--- src/rtl/mc_pterm_pkg.sv ---
package mc_pterm_pkg;

  // Second XOR operand selection; code 3 is reserved and acts as zero.
  typedef enum logic [1:0] {
    POL_ZERO = 2'b00,
    POL_ONE  = 2'b01,
    POL_TERM = 2'b10,
    POL_RSVD = 2'b11
  } pol_sel_e;

endpackage

--- src/rtl/mc_term_pick.sv ---
module mc_term_pick #(
  parameter int unsigned N_TERMS = 5,
  localparam int unsigned IDX_W  = (N_TERMS > 1) ? $clog2(N_TERMS) : 1
) (
  input  logic [N_TERMS-1:0] terms_i,
  input  logic [IDX_W-1:0]   idx_i,
  output logic               bit_o
);

  // Index beyond the last term yields constant 0.
  always_comb begin
    bit_o = 1'b0;
    for (int i = 0; i < N_TERMS; i++) begin
      if (idx_i == IDX_W'(i)) bit_o = terms_i[i];
    end
  end

endmodule

--- src/rtl/mc_term_sum.sv ---
module mc_term_sum #(
  parameter int unsigned N_TERMS = 5
) (
  input  logic [N_TERMS-1:0] terms_i,
  input  logic [N_TERMS-1:0] mask_i,
  input  logic               cas_in_i,
  input  logic               cas_en_i,
  output logic               sum_o
);

  logic [N_TERMS-1:0] gated;

  for (genvar g = 0; g < N_TERMS; g++) begin : g_gate
    assign gated[g] = terms_i[g] & mask_i[g];
  end

  assign sum_o = (|gated) | (cas_en_i & cas_in_i);

endmodule

--- src/rtl/mc_xor_stage.sv ---
module mc_xor_stage
  import mc_pterm_pkg::*;
(
  input  logic [1:0] pol_sel_i,
  input  logic       sum_i,
  input  logic       term_i,
  output logic       out_o
);

  logic operand;

  always_comb begin
    unique case (pol_sel_e'(pol_sel_i))
      POL_ONE:  operand = 1'b1;
      POL_TERM: operand = term_i;
      default:  operand = 1'b0;
    endcase
  end

  assign out_o = sum_i ^ operand;

endmodule

--- src/rtl/mc_pterm_sum.sv ---
module mc_pterm_sum #(
  parameter int unsigned N_TERMS = 5,
  localparam int unsigned IDX_W  = (N_TERMS > 1) ? $clog2(N_TERMS) : 1
) (
  input  logic [N_TERMS-1:0] pterm_i,
  input  logic               cas_in_i,
  input  logic [N_TERMS-1:0] alloc_mask_i,
  input  logic               cas_en_i,
  input  logic [1:0]         pol_sel_i,
  input  logic [IDX_W-1:0]   xor_idx_i,
  input  logic [IDX_W-1:0]   fold_idx_i,
  output logic               sum_o,
  output logic               cas_out_o,
  output logic               fold_o
);

  logic or_sum;
  logic xor_term;
  logic fold_term;

  mc_term_sum #(.N_TERMS(N_TERMS)) u_sum (
    .terms_i  (pterm_i),
    .mask_i   (alloc_mask_i),
    .cas_in_i (cas_in_i),
    .cas_en_i (cas_en_i),
    .sum_o    (or_sum)
  );

  mc_term_pick #(.N_TERMS(N_TERMS)) u_xor_pick (
    .terms_i (pterm_i),
    .idx_i   (xor_idx_i),
    .bit_o   (xor_term)
  );

  mc_term_pick #(.N_TERMS(N_TERMS)) u_fold_pick (
    .terms_i (pterm_i),
    .idx_i   (fold_idx_i),
    .bit_o   (fold_term)
  );

  mc_xor_stage u_xor (
    .pol_sel_i (pol_sel_i),
    .sum_i     (or_sum),
    .term_i    (xor_term),
    .out_o     (sum_o)
  );

  assign cas_out_o = or_sum;
  assign fold_o    = ~fold_term;

endmodule

--- config.mk ---
export PLATFORM = sky130hd
export DESIGN_NAME = mc_pterm_sum
export DESIGN_NICKNAME = d
export VERILOG_FILES = /design/src/rtl/mc_pterm_pkg.sv /design/src/rtl/mc_term_pick.sv /design/src/rtl/mc_term_sum.sv /design/src/rtl/mc_xor_stage.sv /design/src/rtl/mc_pterm_sum.sv
export SDC_FILE = /design/constraint.sdc
export NUM_CORES = 1
export LEC_CHECK = 0
export BUFFER_PORTS_ARGS = -buffer_cell sky130_fd_sc_hd__buf_2
export CAP_MARGIN = 5
export CORE_AREA = 2 2 39 41
export DETAILED_ROUTE_END_ITERATION = 7
export DIE_AREA = 0 0 41 43
export PLACE_DENSITY = 0.41
export SLEW_MARGIN = 10
export SYNTH_ARGS = -nofsm -noshare
export SYNTH_HDL_FRONTEND = slang
export SYNTH_SLANG_ARGS = --single-unit
--- constraint.sdc ---
create_clock -name vclk -period 1.9
set_input_delay 0.475 -clock vclk [all_inputs]
set_output_delay 0.475 -clock vclk [all_outputs]
set_load 0.05 [all_outputs]
==> results by group <==
Status
  – Status: finished, violations left
  – Failing checks: negative setup slack

Placed design
  – Gpl congestion: 0.647
  – # port buffers: 23
  – Detailed Place HPWL: 597 um
  – # placed instances: 65

Timing
  – Final setup viols: 2
  – RSZ-0062 raised after global routing: yes
  – PnR worst setup slack: -0.0870 ns
  – F_max: 503 MHz
  – Least-Margin Pin Slew: 0.278 ns
  – Final hold vios: 0
  – Max-slew headroom: 0.815
  – Tmin final: 1.99 ns
  – Final period utilization: 1.05
  – Pins Over Slew Limit: 0

Setup path
  – Slowest stage delay, CP: 0.34 ns
  – Kind of critical path: input pin to output port
  – CP max FO: 3
  – CP bufs+invs: 2
  – Worst EP required: 1.42 ns
  – CP Cell Sequence: buf_8 -> mux2i_1 -> o22ai_1 -> o31a_1 -> xor2_4 -> buf_6
  – Cell family with most CP delay: compound AO/OA/AOI/OAI gates
  – Startpoint type of the worst setup path: input pin
  – Max stage delay cell, worst path: o31a_1
  – Worst Setup End Kind: output port
  – CP arrival: 1.51 ns

Route
  – WL per Instance: 9.38 um
  – Detail Route Antenna Nets: 0
  – Router iterations before antenna repair: 4
  – Final wirelength: 610 um
  – Drt drc: 0
  – Via density: 4.03
  – Via count: 262
  – DRT iter0 DRCs: 7

Yosys
  – Post-synth cell types: 15
  – Sequential fraction of the synthesis area: 0
  – Commonest cells post-synth: 3 x a22oi_1, 3 x nor2_1, 2 x ha_1, 2 x inv_1, 2 x mux2i_1
  – Syn_nets: 44
  – Post-synth top area share: 0.148
  – Mapped Cells: 22
  – Area leader, netlist: ha_1
  – Largest cells by area after synthesis: ha_1 15%, a22oi_1 13%, mux4_2 13%, mux2i_1 12%, nor2_1 6.7%
  – Syn_area_per_cell: 7.68 um^2
  – Post-synthesis cell area: 169 um^2
  – Synth warn: 0

Cells and area
  – Layout cells sized above 1: 0.755
  – Inserted Diodes: 0
  – Final Non-Filler Cells: 65
  – Final #Nets: 73
  – Register Area: 0 um^2
  – Area of the multi-input gates: 243 um^2
  – Filler cells: 150
  – Layout area overhead: 174%
  – Num sequential: 0
  – CLK BUF: 0

Global routing
  – Number of global-route vias before repair: 235
  – Grt ovf: 0
  – Global-route wire length before repair: 903 um
  – Pin count of the biggest net entering global routing: 4
  – Initial antenna violation count: 0
  – GR Util All Layers: 0.0681

Floorplanning
  – Floorplan row count: 14
  – Die Wd: 41 um
  – Core footprint: 1380 um^2
  – Die area: 1760 um^2
  – Die Y: 43 um
  – Initial Utilization: 0.122
  – IO Count: 23

Pwr
  – Peak VDD IR: 80.2 uV
  – Tot Pwr: 0.000125 W
  – P_leak: 0.209 nW
  – Pwr/cell area: 270 nW/um^2

Clock network
  – CTS Hold Bufs: 0

Flow run
  – Max Cap Violations: 0

Min path
  – Hold Crit Class: input pin to output port
[power breakdown]
group	switching, W	total [W]	internal (W)
Sequential	0	0	0
Clock	0	0	0
Combinational	0.0000617	0.000125	0.0000634
[per-stage QoR]
stage	TNS [ns]	setup slack (ns)	util	hold WS (ns)	instance area, um^2
6_report	-0.165	-0.0870	0.335	1.32	463
5_1_grt	-0.212	-0.130	0.335	1.33	463
4_1_cts	-0.170	-0.0996	0.319	1.32	442
3_5_place_dp	-0.437	-0.235	0.280	1.38	388
3_3_place_gp	-0.402	-0.210	0.280	1.38	388
2_1_floorplan	-0.000630	-0.000335	-	1.11	223
[layout by cell type (no fill, tap or decap), drive strengths merged]
cell type / n
nor2: 3
nand3b: 1
o31a: 1
mux4: 1
nor3: 1
a31oi: 1
a22oi: 3
nor2b: 1
buf: 27
o22ai: 1
nand3: 1
inv: 2
nand2b: 1
xor2: 1
ha: 2
mux2i: 2
[metal layers]
| layer | GRT usage | part of all wire |
|---|---|---|
| met1 | 0.0927 | 0.37 |
| met2 | 0.122 | 0.60 |
| met3 | 0 | 0.034 |
| met4 | 0 | 0 |
| met5 | 0 | 0 |
[path summary, 6_finish.rpt]
check | startpoint | to | slack (ns) | cells past startpoint
worst min-delay path | fold_idx_i[2] | fold_o | 1.32 | 3
worst max-delay path | xor_idx_i[0] | sum_o | -0.09 | 6
[final cells by class]
class,count,share of cell area
inverters,2,0.0162
multi-input cells,20,0.524
well taps,16,0.0432
repair buffers,27,0.416
[tightest hold or removal path, stage by stage]
cell     delay, ns
buf_2         0.13
a31oi_4       0.09
buf_6         0.14
[logic make-up after synthesis]
kind of cell | synth area share
and+or+nand+nor | 0.244
muxes | 0.252
AOI/OAI and AO/OA | 0.259
adders and majority gates | 0.148
xor gates and xnor gates | 0.0519
buffers and inverters | 0.0445
[repair_timing]
item                       in CTS  in global routing
hold endpoints to repair        0                  0
setup endpoints to repair       2                  2
setup buffers                   0                  0
pin swaps                       4                  4
gates resized for setup        11                  5
No activity file was read; power rests on OpenSTA's default activity.
